[src/rtl/hbg_pkg.sv]
package hbg_pkg;

  // Refresh sequencer state of one leg.
  typedef enum logic {
    RF_IDLE   = 1'b0,
    RF_ACTIVE = 1'b1
  } refresh_state_e;

  // Qualified requests of one leg.
  typedef struct packed {
    logic lo;
    logic hi;
  } leg_req_t;

endpackage

[src/rtl/hbg_sync.sv]
module hbg_sync #(
  parameter int W = 1
) (
  input  logic         clk,
  input  logic         rst_n,
  input  logic [W-1:0] d_i,
  output logic [W-1:0] q_o
);

  logic [W-1:0] s1_q;
  logic [W-1:0] s2_q;

  always_ff @(posedge clk or negedge rst_n) begin
    if (!rst_n) begin
      s1_q <= '0;
      s2_q <= '0;
    end else begin
      s1_q <= d_i;
      s2_q <= s1_q;
    end
  end

  assign q_o = s2_q;

endmodule

[src/rtl/hbg_min_pulse.sv]
module hbg_min_pulse #(
  parameter int CW = 4
) (
  input  logic          clk,
  input  logic          rst_n,
  input  logic          lvl_i,
  input  logic [CW-1:0] min_i,
  output logic          lvl_o
);

  localparam int XW = CW + 1;

  logic          lvl_q;
  logic          lvl_d;
  logic [CW-1:0] cnt_q;
  logic [CW-1:0] cnt_d;
  logic          cnt_en;
  logic [XW-1:0] run_len;

  assign run_len = {1'b0, cnt_q} + XW'(1);

  always_comb begin
    lvl_d  = lvl_q;
    cnt_d  = cnt_q;
    cnt_en = 1'b0;
    if (lvl_i == lvl_q) begin
      cnt_d  = '0;
      cnt_en = (cnt_q != '0);
    end else if (run_len >= {1'b0, min_i}) begin
      lvl_d  = lvl_i;
      cnt_d  = '0;
      cnt_en = 1'b1;
    end else begin
      cnt_d  = cnt_q + 1'b1;
      cnt_en = 1'b1;
    end
  end

  always_ff @(posedge clk or negedge rst_n) begin
    if (!rst_n) begin
      lvl_q <= 1'b0;
      cnt_q <= '0;
    end else begin
      lvl_q <= lvl_d;
      if (cnt_en) cnt_q <= cnt_d;
    end
  end

  assign lvl_o = lvl_q;

  // the qualified level only moves toward a differing input level
  p_filter_moves_toward_input_r12: assert property (@(posedge clk) disable iff (!rst_n)
    (lvl_q != $past(lvl_q)) |-> ($past(lvl_i) != $past(lvl_q)));

endmodule

[src/rtl/hbg_ontimer.sv]
module hbg_ontimer #(
  parameter int DW = 8
) (
  input  logic          clk,
  input  logic          rst_n,
  input  logic          tgt_i,
  input  logic [DW-1:0] dead_i,
  output logic          gate_o
);

  logic          tgt_q;
  logic [DW-1:0] cnt_q;
  logic [DW-1:0] cnt_d;
  logic          cnt_en;
  logic          tgt_chg;

  assign tgt_chg = tgt_i ^ tgt_q;

  always_comb begin
    cnt_d  = cnt_q;
    cnt_en = 1'b0;
    if (tgt_chg) begin
      cnt_d  = dead_i;
      cnt_en = 1'b1;
    end else if (cnt_q != '0) begin
      cnt_d  = cnt_q - 1'b1;
      cnt_en = 1'b1;
    end
  end

  always_ff @(posedge clk or negedge rst_n) begin
    if (!rst_n) begin
      tgt_q <= 1'b0;
      cnt_q <= '0;
    end else begin
      tgt_q <= tgt_i;
      if (cnt_en) cnt_q <= cnt_d;
    end
  end

  // Turn-off follows the target at once; turn-on waits for the count.
  assign gate_o = tgt_i & tgt_q & (cnt_q == '0);

  // a gate only rises after its target was already held
  p_rise_needs_held_target_r7: assert property (@(posedge clk) disable iff (!rst_n)
    $rose(gate_o) |-> $past(tgt_i));

endmodule

[src/rtl/hbg_leg.sv]
module hbg_leg import hbg_pkg::*; #(
  parameter int DW = 8,
  parameter int RW = 8,
  parameter int MW = 4
) (
  input  logic          clk,
  input  logic          rst_n,
  input  logic          lo_req_i,
  input  logic          hi_req_i,
  input  logic          dis_i,
  input  logic          dis_rel_i,
  input  logic          sup_uv_i,
  input  logic          boot_uv_i,
  input  logic [MW-1:0] min_i,
  input  logic [DW-1:0] dead_i,
  input  logic [RW-1:0] refresh_i,
  output logic          lo_gate_o,
  output logic          hi_gate_o
);

  localparam int RXW = RW + 1;

  leg_req_t       req_f;
  refresh_state_e rf_q;
  refresh_state_e rf_d;
  logic [RW-1:0]  rc_q;
  logic [RW-1:0]  rc_d;
  logic           rc_en;
  logic           rf_start;
  logic           rf_active;
  logic           blocked;
  logic           lo_tgt;
  logic           hi_tgt;
  logic           lo_gate;
  logic           hi_gate;
  logic [RXW-1:0] rc_next;

  hbg_min_pulse #(.CW(MW)) u_lo_filt (
    .clk   (clk),
    .rst_n (rst_n),
    .lvl_i (lo_req_i),
    .min_i (min_i),
    .lvl_o (req_f.lo)
  );

  hbg_min_pulse #(.CW(MW)) u_hi_filt (
    .clk   (clk),
    .rst_n (rst_n),
    .lvl_i (hi_req_i),
    .min_i (min_i),
    .lvl_o (req_f.hi)
  );

  assign blocked   = dis_i | sup_uv_i;
  assign rf_start  = dis_rel_i & ~sup_uv_i & (refresh_i != '0);
  assign rf_active = (rf_q == RF_ACTIVE);
  assign rc_next   = {1'b0, rc_q} + RXW'(1);

  // Refresh sequencer: counts cycles in which the low gate is really on.
  always_comb begin
    rf_d  = rf_q;
    rc_d  = rc_q;
    rc_en = 1'b0;
    unique case (rf_q)
      RF_IDLE: begin
        if (rf_start) begin
          rf_d  = RF_ACTIVE;
          rc_d  = '0;
          rc_en = 1'b1;
        end
      end
      RF_ACTIVE: begin
        if (blocked) begin
          rf_d  = RF_IDLE;
          rc_d  = '0;
          rc_en = 1'b1;
        end else if (lo_gate) begin
          rc_en = 1'b1;
          if (rc_next >= {1'b0, refresh_i}) begin
            rf_d = RF_IDLE;
            rc_d = '0;
          end else begin
            rc_d = rc_q + 1'b1;
          end
        end
      end
    endcase
  end

  always_ff @(posedge clk or negedge rst_n) begin
    if (!rst_n) begin
      rf_q <= RF_IDLE;
      rc_q <= '0;
    end else begin
      rf_q <= rf_d;
      if (rc_en) rc_q <= rc_d;
    end
  end

  // Target decode: low side wins, refresh forces low side, blocks high side.
  assign lo_tgt = ~blocked & (req_f.lo | rf_active);
  assign hi_tgt = ~blocked & ~boot_uv_i & req_f.hi & ~req_f.lo & ~rf_active & ~rf_start;

  hbg_ontimer #(.DW(DW)) u_lo_timer (
    .clk    (clk),
    .rst_n  (rst_n),
    .tgt_i  (lo_tgt),
    .dead_i (dead_i),
    .gate_o (lo_gate)
  );

  hbg_ontimer #(.DW(DW)) u_hi_timer (
    .clk    (clk),
    .rst_n  (rst_n),
    .tgt_i  (hi_tgt),
    .dead_i (dead_i),
    .gate_o (hi_gate)
  );

  assign lo_gate_o = lo_gate;
  assign hi_gate_o = hi_gate;

  // never both switches of the leg
  p_leg_exclusive_r13: assert property (@(posedge clk) disable iff (!rst_n)
    !(lo_gate && hi_gate));
  // each rise follows a cycle with the opposite gate off
  p_hi_rise_gap_r13: assert property (@(posedge clk) disable iff (!rst_n)
    $rose(hi_gate) |-> !$past(lo_gate));
  p_lo_rise_gap_r13: assert property (@(posedge clk) disable iff (!rst_n)
    $rose(lo_gate) |-> !$past(hi_gate));
  // synchronized disable holds both gates off
  p_disable_off_r2: assert property (@(posedge clk) disable iff (!rst_n)
    dis_i |-> (!lo_gate && !hi_gate));
  // synchronized supply undervoltage holds both gates off
  p_supply_uv_off_r3: assert property (@(posedge clk) disable iff (!rst_n)
    sup_uv_i |-> (!lo_gate && !hi_gate));
  // bootstrap undervoltage holds the high gate off
  p_boot_uv_hi_off_r6: assert property (@(posedge clk) disable iff (!rst_n)
    boot_uv_i |-> !hi_gate);
  // a qualified low-side request keeps the high gate off
  p_low_wins_r4: assert property (@(posedge clk) disable iff (!rst_n)
    req_f.lo |-> !hi_gate);
  // no high gate during a refresh pulse
  p_refresh_hi_off_r10: assert property (@(posedge clk) disable iff (!rst_n)
    rf_active |-> !hi_gate);

endmodule

[src/rtl/hbridge_gate_ctrl.sv]
module hbridge_gate_ctrl #(
  parameter int LEGS      = 2,
  parameter int DEAD_W    = 8,
  parameter int REFRESH_W = 8,
  parameter int MINPW_W   = 4
) (
  input  logic                 clk,
  input  logic                 rst_n,
  input  logic                 disable_i,
  input  logic                 supply_uv_i,
  input  logic [LEGS-1:0]      boot_uv_i,
  input  logic [LEGS-1:0]      lo_req_i,
  input  logic [LEGS-1:0]      hi_req_i,
  input  logic [DEAD_W-1:0]    dead_cycles_i,
  input  logic [REFRESH_W-1:0] refresh_cycles_i,
  input  logic [MINPW_W-1:0]   min_pulse_i,
  output logic [LEGS-1:0]      lo_gate_o,
  output logic [LEGS-1:0]      hi_gate_o
);

  localparam int SW = 2 + 3 * LEGS;

  logic [SW-1:0]   sync_in;
  logic [SW-1:0]   sync_out;
  logic [LEGS-1:0] lo_s;
  logic [LEGS-1:0] hi_s;
  logic [LEGS-1:0] buv_s;
  logic            dis_s;
  logic            uv_s;
  logic            dis_prev_q;
  logic            dis_rel;

  assign sync_in = {supply_uv_i, disable_i, boot_uv_i, hi_req_i, lo_req_i};

  hbg_sync #(.W(SW)) u_sync (
    .clk   (clk),
    .rst_n (rst_n),
    .d_i   (sync_in),
    .q_o   (sync_out)
  );

  assign {uv_s, dis_s, buv_s, hi_s, lo_s} = sync_out;

  always_ff @(posedge clk or negedge rst_n) begin
    if (!rst_n) dis_prev_q <= 1'b0;
    else        dis_prev_q <= dis_s;
  end

  assign dis_rel = dis_prev_q & ~dis_s;

  for (genvar g = 0; g < LEGS; g++) begin : g_leg
    hbg_leg #(
      .DW (DEAD_W),
      .RW (REFRESH_W),
      .MW (MINPW_W)
    ) u_leg (
      .clk       (clk),
      .rst_n     (rst_n),
      .lo_req_i  (lo_s[g]),
      .hi_req_i  (hi_s[g]),
      .dis_i     (dis_s),
      .dis_rel_i (dis_rel),
      .sup_uv_i  (uv_s),
      .boot_uv_i (buv_s[g]),
      .min_i     (min_pulse_i),
      .dead_i    (dead_cycles_i),
      .refresh_i (refresh_cycles_i),
      .lo_gate_o (lo_gate_o[g]),
      .hi_gate_o (hi_gate_o[g])
    );
  end

endmodule

[config.mk]
export PLATFORM = sky130hd
export DESIGN_NAME = hbridge_gate_ctrl
export DESIGN_NICKNAME = d
export VERILOG_FILES = /design/src/rtl/hbg_pkg.sv /design/src/rtl/hbg_sync.sv /design/src/rtl/hbg_min_pulse.sv /design/src/rtl/hbg_ontimer.sv /design/src/rtl/hbg_leg.sv /design/src/rtl/hbridge_gate_ctrl.sv
export SDC_FILE = /design/constraint.sdc
export NUM_CORES = 1
export LEC_CHECK = 0
export ABC_AREA = 0
export BUFFER_PORTS_ARGS = -buffer_cell sky130_fd_sc_hd__buf_2
export CAP_MARGIN = 20
export CORE_MARGIN = 8
export CORE_UTILIZATION = 40
export CTS_CLUSTER_DIAMETER = 80
export CTS_CLUSTER_SIZE = 28
export DETAILED_ROUTE_END_ITERATION = 8
export SETUP_SLACK_MARGIN = 0.5
export SYNTH_ARGS = -nofsm -noshare
export SYNTH_HDL_FRONTEND = slang
export SYNTH_SLANG_ARGS = --single-unit
[constraint.sdc]
create_clock -name clk -period 2.9 [get_ports clk]
set_input_delay 0.145 -clock clk [delete_from_list [all_inputs] [get_ports clk]]
set_output_delay 0.145 -clock clk [all_outputs]
set_load 0.03 [all_outputs]
Word level (Yosys, flattened, before mapping)
Index checks and enable logic that the tools add are counted.
{ "word_totals": {"reg_bits": 91, "latch_bits": 0, "ramBits": 0, "rom_bits": 0, "out_inout_bits": 4, "word_cells": 176, "memories": 0} }
{ "classes": {"n_addsub": 16, "mul": 0, "div_mod_pow": 0, "n_lt_le_gt_ge": 6, "eq_ne": 8, "shift": 0, "n_mux": 52, "bitwise_logic": 44, "n_reduce_logical": 27} }
{ "ops": {"columns": ["operator", "count"], "rows": [
  ["$mux 8", 15],
  ["$reduce_bool 8->1", 5],
  ["$logic_not 8->1", 4],
  ["$mux 4", 8],
  ["$pmux 8 s2", 2],
  ["$sub 8x1->8 const B", 4],
  ["$and 1x1->1", 23],
  ["$mux 1", 23],
  ["$add 4x1->5 const B", 4],
  ["$ge 5x4->1", 4],
  ["$add 8x1->9 const B", 2],
  ["$ge 9x8->1", 2],
  ["$add 4x1->4 const B", 4],
  ["$add 8x1->8 const B", 2],
  ["$reduce_and 2->1", 8],
  ["$reduce_bool 4->1", 4],
  ["$not 1->1", 14],
  ["$pmux 1 s2", 4],
  ["$reduce_bool 2->1", 4],
  ["$ne 3x3->1 const B", 2],
  ["$reduce_and 3->1", 2],
  ["$eq 1x1->1", 4],
  ["$xor 1x1->1", 4],
  ["$or 1x1->1", 3],
  ["2 further kinds", 2]
]} }

Longest topological paths before layout
Gate-level depths: netlist of run 1.
{ "depth": {"word_depth": 10, "ltp_mapped": 11, "ltp_nobuf": 11} }

Cells and area by module
A second synthesis of run 1 with hierarchy kept.
{ "hier_totals": {"cells_unflattened": 578, "hier_area_um2": 5634.2} }
{ "by_module_without_submodules": {"columns": ["mod", "instances", "cells_per_inst", "area_per_inst_um2", "seq_area_each_um2"], "rows": [
  ["hbg_ontimer", 4, 59, 544.3, 225.2],
  ["hbg_leg", 2, 96, 805.8, 225.2],
  ["hbg_min_pulse", 4, 33, 351.6, 125.1],
  ["hbg_sync", 1, 16, 400.4, 400.4],
  ["hbridge_gate_ctrl", 1, 2, 38.8, 25.0]
]} }

Worst setup path after synthesis of run 1
No wires, ideal clock.
{ "synth_timing": {"kind": "register to register", "startpoint": "register g_leg[1].u_leg.rc_q[0]", "endpoint": "register g_leg[1].u_leg.rc_q[7]", "setup_time_ns": 0.095, "arrival_time_ns": 2.663, "slack_ns": 0.142, "stages_incl_launch_ff": 11, "synth_period_minus_slack_ns": 2.758, "path_cell_list": "dfrtp_1 ha_1 nand3_1 or3_1 xnor2_1 ha_1 a211oi_1 nand2_1 a2111oi_4 nand2_1 o31ai_1"} }
{ "synth_via": {"elab_chain_len": 6} }
{ "synth_lines": {"columns": ["element", "line_no", "text"], "rows": [
  ["start: declaration", "hbg_leg.sv:26", "logic [RW-1:0] rc_q;"],
  ["start signal: assignment", "hbg_leg.sv:96", "if (rc_en) rc_q <= rc_d;"],
  ["$add 8x1->9", "hbg_leg.sv:57", "assign rc_next = {1'b0, rc_q} + RXW'(1);"],
  ["$ge 9x8->1", "hbg_leg.sv:79", "if (rc_next >= {1'b0, refresh_i}) begin"],
  ["$mux 8 *", "hbg_leg.sv:79", null],
  ["$mux 8 *", "hbg_leg.sv:77", "end else if (lo_gate) begin"],
  ["$mux 8 *", "hbg_leg.sv:73", "if (blocked) begin"],
  ["$pmux 8 s2 *", "hbg_leg.sv:64", "unique case (rf_q)"]
]} }
Mark *: on every way between the ends. The rest lies on a longest branch, timed or not. The select of a mux whose other input is x is not followed.
A chain may end at the register's enable or synchronous reset.

Worst setup path after layout of run 1
{ "layout_timing": {"startpoint": "register g_leg[1].u_leg.rc_q[0]", "endpoint": "register g_leg[1].u_leg.rc_q[1]"} }
The elaborated chain is that of the path after synthesis.

==> results of run 1 <==
worst min-delay path, stage by stage:
cell     delay (ns)
buf_2          0.14
nand2_1        0.05
o21ai_0        0.06
worst max-delay path by stage:
stage,end,cells after the start,slack [ns],start
final,g_leg[1].u_leg.rc_q[1]$_DFFE_PN0P_,14,0.28,g_leg[1].u_leg.rc_q[0]$_DFFE_PN0P_
after global placement,g_leg[0].u_leg.rc_q[7]$_DFFE_PN0P_,11,0.19,g_leg[0].u_leg.rc_q[0]$_DFFE_PN0P_
after CTS,g_leg[1].u_leg.rc_q[2]$_DFFE_PN0P_,11,0.25,g_leg[1].u_leg.rc_q[0]$_DFFE_PN0P_
after detailed placement,g_leg[1].u_leg.rc_q[2]$_DFFE_PN0P_,11,0.12,g_leg[1].u_leg.rc_q[1]$_DFFE_PN0P_
after global routing,g_leg[1].u_leg.rc_q[2]$_DFFE_PN0P_,11,0.10,g_leg[1].u_leg.rc_q[0]$_DFFE_PN0P_
after floorplan,g_leg[1].u_leg.rc_q[2]$_DFFE_PN0P_,10,0.24,g_leg[1].u_leg.rc_q[0]$_DFFE_PN0P_
logic make-up (layout without fill, tap and decap cells):
logic type	after synthesis	in the layout
buffers and inverters	47	115
adder cells (fa/ha/maj)	52	52
multiplexers	13	13
AO/OA/AOI/OAI	98	98
AND/OR/NAND/NOR	205	205
flip-flops	91	91
XOR/XNOR	41	41
state kept, by name, summed over array words and instances (netlist names), 8 cells and up:
register,cells
g_leg.u_leg.u_lo_filt.cnt_q,8
g_leg.u_leg.rc_q,16
g_leg.u_leg.u_hi_filt.cnt_q,8
g_leg.u_leg.u_hi_timer.cnt_q,16
g_leg.u_leg.u_lo_timer.cnt_q,16
u_sync.s1_q,8
u_sync.q_o,8
per-layer routing:
metal / vias to the layer above / part of all wire [%]
li1: 2058 / -
met1: 2005 / 47
met2: 47 / 50
met3: 6 / 2.9
met4: 0 / 0.84
met5: - / 0
repair_timing:
action / in CTS / in global routing
resized for setup: 22 / 23
setup endpoints to repair: 36 / 24
hold buffers: 9 / 0
buffers inserted: 10 / 6
pin swaps: 13 / 4
hold endpoints to repair: 55 / 0
synth_stat cells, types with 2 or more instances:
cell	number	area, µm²
inv_1	35	131
nand2b_1	10	62.6
xnor2_1	25	219
a32o_1	4	40.0
or4_4	2	22.5
o21ai_0	36	180
a22o_1	7	61.3
nor4b_1	4	35.0
ha_1	52	651
or2_2	5	31.3
o31ai_1	5	37.5
nand2_1	69	259
nor2_1	22	82.6
or3_1	4	25.0
nor4b_4	2	47.6
dfrtp_1	91	2280
nor4_1	9	56.3
mux2_2	9	101
and2_1	6	37.5
a211o_1	5	43.8
o22ai_1	3	18.8
a21o_1	8	60.1
and3_1	6	37.5
a21oi_1	12	60.1
nand4_1	4	25.0
nor3_1	14	70.1
nor2b_1	17	106
xor2_1	16	140
a31o_2	4	35.0
clkbuf_1	5	18.8
and4b_1	2	20.0
o211ai_1	5	37.5
nand3_1	21	105
buf_4	4	30.0
mux2i_1	4	40.0
or4_1	2	15.0
power by group through the flow:
stage | clock, W | sequential [W] | combinational (W)
2_1_floorplan | 0 | 0.00192 | 0.00138
4_1_cts | 0.00113 | 0.00200 | 0.00173
5_1_grt | 0.00117 | 0.00206 | 0.00196
6_report | 0.00108 | 0.00200 | 0.00172
3_3_place_gp | 0 | 0.00201 | 0.00164
3_5_place_dp | 0 | 0.00202 | 0.00171
through the flow:
step / power, W / cells
3_5_place_dp: 0.00372 / 751
5_1_grt: 0.00519 / 791
3_3_place_gp: 0.00365 / 751
6_report: 0.00480 / 791
4_1_cts: 0.00486 / 785
2_1_floorplan: 0.00330 / 547
cell type report:
class | instances | area (µm²) | area share [%]
inverters | 35 | 131 | 2.00
flip-flops and latches | 91 | 2280 | 34.8
well taps | 176 | 220 | 3.36
multi-input cells | 409 | 3210 | 49.0
repair buffers | 65 | 447 | 6.82
clock inverters | 5 | 38.8 | 0.592
clock buffers | 10 | 229 | 3.49
==> results.tsv, run 1 <==
stage	metric	value	unit
status	status	finished, final reports clean	
critical_path	critPathKind	reg -> reg	
critical_path	ff2ff_setup_slack	0.28	ns
sta	grt_setup_unrepaired	true	
place	post-place-ws	0.124	ns
hold_path	min_to	g_leg[1].u_leg.u_lo_timer.cnt_q[6]$_DFFE_PN0P_	
logic_synthesis	syn_nets	629	
sta	finalHoldViolCount	0	
sta	finalClockSkew	0.00790	ns
clock_tree	cts_tree	yes	
die	die_width	132	µm
global_route	gr-total-overflow	0	
power	powerDensity	733	nW/µm²
logic_synthesis	synth-compound-area-share	12.7	%
critical_path	cp-end-kind	flop	
layout	design_area	6550	µm²
layout	final_core_util	49.5	%
critical_path	worst-path-buf-inv	4	
sta	holdWs	0.0956	ns
drt	drc	0	
clock_tree	ctsHtreeMaxLevel	3	
logic_synthesis	ys_ff_latch	91	
place	io_buffers	33	
global_route	grt_pass1_vias	4217	
drt	drtIter0Drc	209	
drt	viasPerCell	5.20	
global_route	grtUsageMet3	3.67	%
run	maxCapViolCount	0	
critical_path	crit_family	simple AND/OR/NAND/NOR gates	
die	die-area	17500	µm²
sta	min_period_over_period	90.2	%
drt	ant_nets	0	
place	placed_area	5850	µm²
clock_tree	clk_pin_slew	0.07	ns
critical_path	crit_arrival	2.89	ns
power	p_sw_share	35.9	%
logic_synthesis	syn_avg_cell_area	9.92	µm²
global_route	grt_max_degree	49	
logic_synthesis	synthMuxAreaShare	2.61	%
sta	tns	0	ns
hold_path	hp-class	in -> reg	
die	core_area	13200	µm²
critical_path	setup.worst_path.start_class	flop	
logic_synthesis	syn_inst	547	
layout	nFillCells	1253	
place	place_congestion	0.866	
logic_synthesis	ys_types	54	
global_route	grtUsageTotal	13.6	%
global_route	grt.met2_usage	23.3	%
critical_path	crit_path_top_delay_cell	dfrtp_1	
power	ir_drop	0.000532	V
critical_path	path_cells	buf_4 -> and3_4 -> nand3_2 -> nor2_4 -> xnor2_2 -> inv_1 -> ha_1 -> o21ai_1 -> nor2_1 -> a2111oi_4 -> buf_6 -> nand3b_4 -> buf_4 -> o21ai_2	
clock_tree	numCtsBuffers	9	
sta	tightest_slew	0.693	ns
logic_synthesis	synth_flop_cell	dfrtp_1	
layout	drive_gt1_share	21.8	%
logic_synthesis	ys_async_sr_fraction	100	%
logic_synthesis	synth_xor_xnor_area_share	6.62	%
power	intPower	0.00308	W
drt	first_pass_iters	4	
clock_tree	clk_path_buf_depth	2	
power	combPwrFrac	35.7	%
power	seq_power_share	41.7	%
sta	fin_ws	0.284	ns
critical_path	crit_top_cell	buf_4	
logic_synthesis	synthSimpleGateAreaFrac	20.5	%
die	initial_core_util	41.0	%
drt	wl_per_cell	14.9	µm
logic_synthesis	synth_fa_ha_area_share	12.0	%
sta	relSlewSlack	53.8	%
clock_tree	clk_latency	0.34	ns
critical_path	rr_startpoint	g_leg[1].u_leg.rc_q[0]$_DFFE_PN0P_	
layout	diodes	0	
critical_path	cp_max_fo	6	
logic_synthesis	seq_area_frac_synth	42.0	%
sta	fmax	0.382	GHz
drt	vias	4116	
logic_synthesis	synth_top_family_by_area	simple AND/OR/NAND/NOR gates	
power	p_leak	2.99	nW
die	rows	42	
global_route	top_usage_layer	met2	
critical_path	cpPeakStageDelay	0.39	ns
global_route	gr-usage-met1	16.6	%
die	ios	34	
logic_synthesis	netlist_area	5420	µm²
critical_path	r2r_end	g_leg[1].u_leg.rc_q[1]$_DFFE_PN0P_	
power	power.switching	0.00173	W
logic_synthesis	synth_edf_count	0	
clock_tree	cts.sinks	91	
critical_path	cp.required	3.17	ns
layout	final_cell_mix	dfrtp_1, nand2_1, ha_1	
layout	final_common_cell	dfrtp_1	
drt	drt_wl_total	11.8	mm
sta	setup_viol_count_final	0	
layout	final_nets	693	
sta	slew_viol_final	0	
global_route	grt_pass1_wl	19.8	mm
place	dpl.hpwl	8.47	mm
power	pwr-share-clk	22.6	%
logic_synthesis	synth_warnings	0	
die	fp.dieH	132	µm
layout	area_delta_synth_final	20.8	%
hold_path	hold_start	dead_cycles_i[6]	
clock_tree	cts-root-buf	clkbuf_16	
hold_path	hold_depth	3	
critical_path	reg2reg_depth	14	
sta	fin_crit	2.62	ns
global_route	antenna_found_initial	0	
(Power assumes the default switching activity.)
==> run 2: changes to the inputs <==
--- a/config.mk
+++ b/config.mk
@@ -6,13 +6,13 @@
 export NUM_CORES = 1
 export LEC_CHECK = 0
 export ABC_AREA = 0
-export BUFFER_PORTS_ARGS = -buffer_cell sky130_fd_sc_hd__buf_2
 export CAP_MARGIN = 20
 export CORE_MARGIN = 8
 export CORE_UTILIZATION = 40
 export CTS_CLUSTER_DIAMETER = 80
 export CTS_CLUSTER_SIZE = 28
 export DETAILED_ROUTE_END_ITERATION = 8
+export DONT_BUFFER_PORTS = 1
 export SETUP_SLACK_MARGIN = 0.5
 export SYNTH_ARGS = -nofsm -noshare
 export SYNTH_HDL_FRONTEND = slang
==> results.tsv, run 2 (synthesis results as in run 1) <==
stage	metric	value	unit
critical_path	crit_arrival	2.89	ns
global_route	grt_pass1_wl	19.4	mm
critical_path	ff2ff_setup_slack	0.26	ns
place	dpl.hpwl	7.98	mm
critical_path	crit_path_top_delay_cell	dfrtp_1	
die	ios	34	
drt	drtIter0Drc	223	
sta	grt_setup_unrepaired	true	
clock_tree	ctsHtreeMaxLevel	3	
critical_path	path_cells	ha_4 -> nand3_4 -> or3_4 -> xnor2_4 -> ha_4 -> a211oi_2 -> nand2_1 -> a2111oi_4 -> buf_6 -> nand3b_4 -> o311ai_2	
critical_path	cp_max_fo	7	
global_route	grt_max_degree	92	
sta	fin_crit	2.64	ns
layout	final_cell_mix	dfrtp_1, nand2_1, ha_1	
critical_path	cpPeakStageDelay	0.39	ns
power	ir_drop	0.000537	V
power	pwr-share-clk	25.2	%
die	rows	42	
drt	first_pass_iters	4	
critical_path	crit_family	compound AO/OA/AOI/OAI gates	
critical_path	setup.worst_path.start_class	flop	
sta	slew_viol_final	0	
clock_tree	numCtsBuffers	9	
layout	seq_area	2280	µm²
layout	diodes	0	
clock_tree	clk_path_buf_depth	2	
hold_path	hold_depth	4	
drt	drt_wl_total	11.6	mm
layout	largest_registers	g_leg.u_leg.rc_q (16), g_leg.u_leg.u_hi_timer.cnt_q (16), g_leg.u_leg.u_lo_timer.cnt_q (16)	
run	maxCapViolCount	0	
status	status	finished, final reports clean	
power	combPwrFrac	34.4	%
global_route	gr-total-overflow	0	
sta	tns	0	ns
power	power.switching	0.00176	W
drt	wl_per_cell	15.1	µm
clock_tree	cts-root-buf	clkbuf_16	
critical_path	worst-path-buf-inv	1	
sta	relSlewSlack	52.9	%
sta	finalClockSkew	0.00816	ns
critical_path	r2r_end	g_leg[1].u_leg.rc_q[2]$_DFFE_PN0P_	
clock_tree	cts_tree	yes	
sta	tightest_slew	0.707	ns
power	powerDensity	758	nW/µm²
layout	final_nets	672	
hold_path	min_to	g_leg[0].u_leg.rf_active$_DFF_PN0_	
power	p_sw_share	35.6	%
power	p_leak	2.93	nW
global_route	grtUsageTotal	13.6	%
die	fp.dieH	132	µm
sta	holdWs	0.232	ns
layout	design_area	6520	µm²
place	placed_area	5690	µm²
power	intPower	0.00318	W
place	place_congestion	0.843	
layout	final_common_cell	dfrtp_1	
layout	area_delta_synth_final	20.2	%
global_route	antenna_found_initial	0	
critical_path	reg2reg_depth	11	
sta	finalHoldViolCount	0	
drt	drc	0	
sta	setup_viol_count_final	0	
die	die_width	132	µm
hold_path	hp-class	in -> reg	
drt	vias	4029	
critical_path	cp-end-kind	flop	
clock_tree	clk_latency	0.35	ns
clock_tree	cts.sinks	91	
die	core_area	13200	µm²
layout	drive_gt1_share	17.5	%
sta	min_period_over_period	91.1	%
layout	nFillCells	1228	
layout	multi_input_area	3170	µm²
drt	viasPerCell	5.23	
global_route	grt_pass1_vias	3938	
critical_path	rr_startpoint	g_leg[1].u_leg.rc_q[1]$_DFFE_PN0P_	
hold_path	hold_start	refresh_cycles_i[7]	
clock_tree	clk_pin_slew	0.07	ns
power	seq_power_share	40.4	%
critical_path	cp.required	3.15	ns
die	initial_core_util	41.0	%
sta	fmax	0.378	GHz
critical_path	critPathKind	reg -> reg	
die	die-area	17500	µm²
critical_path	crit_top_cell	ha_4	
drt	ant_nets	0	
place	io_buffers	0	
## run 2: cell count changes in the layout (fill, tap and decap cells not counted), moves of 2 or more
cell | before | now
nand3_1 | 16 | 14
o21ai_2 | 4 | 2
inv_8 | 0 | 3
nor4_2 | 3 | 1
nor4_1 | 7 | 9
buf_6 | 1 | 3
buf_2 | 32 | 0
dlygate4sd3_1 | 9 | 17
o21ai_0 | 29 | 31
## run 2: how the worst max path moves through the flow
stage,cells past startpoint,to,from
2_1_floorplan,10,g_leg[1].u_leg.rc_q[2]$_DFFE_PN0P_,g_leg[1].u_leg.rc_q[0]$_DFFE_PN0P_
5_1_grt,11,g_leg[1].u_leg.rc_q[2]$_DFFE_PN0P_,g_leg[1].u_leg.rc_q[1]$_DFFE_PN0P_
4_1_cts,11,g_leg[1].u_leg.rc_q[2]$_DFFE_PN0P_,g_leg[1].u_leg.rc_q[0]$_DFFE_PN0P_
3_5_place_dp,11,g_leg[1].u_leg.rc_q[2]$_DFFE_PN0P_,g_leg[1].u_leg.rc_q[1]$_DFFE_PN0P_
6_report,11,g_leg[1].u_leg.rc_q[2]$_DFFE_PN0P_,g_leg[1].u_leg.rc_q[1]$_DFFE_PN0P_
3_3_place_gp,11,g_leg[0].u_leg.rc_q[7]$_DFFE_PN0P_,g_leg[0].u_leg.rc_q[0]$_DFFE_PN0P_
## run 2: worst min-delay path: stages
cell and delay [ns]:
nor4_1 0.06, nand2_1 0.07, nand3_1 0.09, o22ai_1 0.16
## run 2: power groups by stage
stage	Combinational (W)	Sequential (W)	Clock [W]
6_report	0.00170	0.00200	0.00124
5_1_grt	0.00195	0.00205	0.00133
4_1_cts	0.00172	0.00200	0.00130
3_5_place_dp	0.00164	0.00201	0
3_3_place_gp	0.00158	0.00200	0
2_1_floorplan	0.00138	0.00192	0
## run 2: per-layer routing
layer	global-route usage, %	vias to the layer above	part of all wire, %	wire length (µm)
li1	-	2022	-	-
met4	3.72	0	1.1	131
met3	3.97	10	4.2	487
met5	0	-	0	0
met1	17.0	1940	46	5370
met2	22.4	57	49	5660
## run 2: stage by stage
stage | cells | utilization (%) | total power [W] | setup WS, ns
floorplan | 547 | - | 0.00330 | 0.236
global placement | 720 | 43.0 | 0.00358 | 0.181
detailed placement | 720 | 43.0 | 0.00365 | 0.122
CTS | 769 | 48.8 | 0.00501 | 0.295
finish | 771 | 49.2 | 0.00494 | 0.257
global route | 771 | 49.2 | 0.00533 | 0.123
## run 2: area by class of cell
cell class	count	share of cell area, %
clock buffer	9	3.46
clock inverter	7	1.36
timing repair buffer	44	6.20
sequential	91	34.9
inverter	35	2.02
multi-input combinational	409	48.6
tap	176	3.38
## run 2: repair_timing
item,4_1_cts,5_1_grt
setup buffers,15,2
hold buffers,18,0
endpoints found under the hold margin,131,0
setup endpoints to repair,36,22
pin swaps,20,14
gates resized for setup,28,11
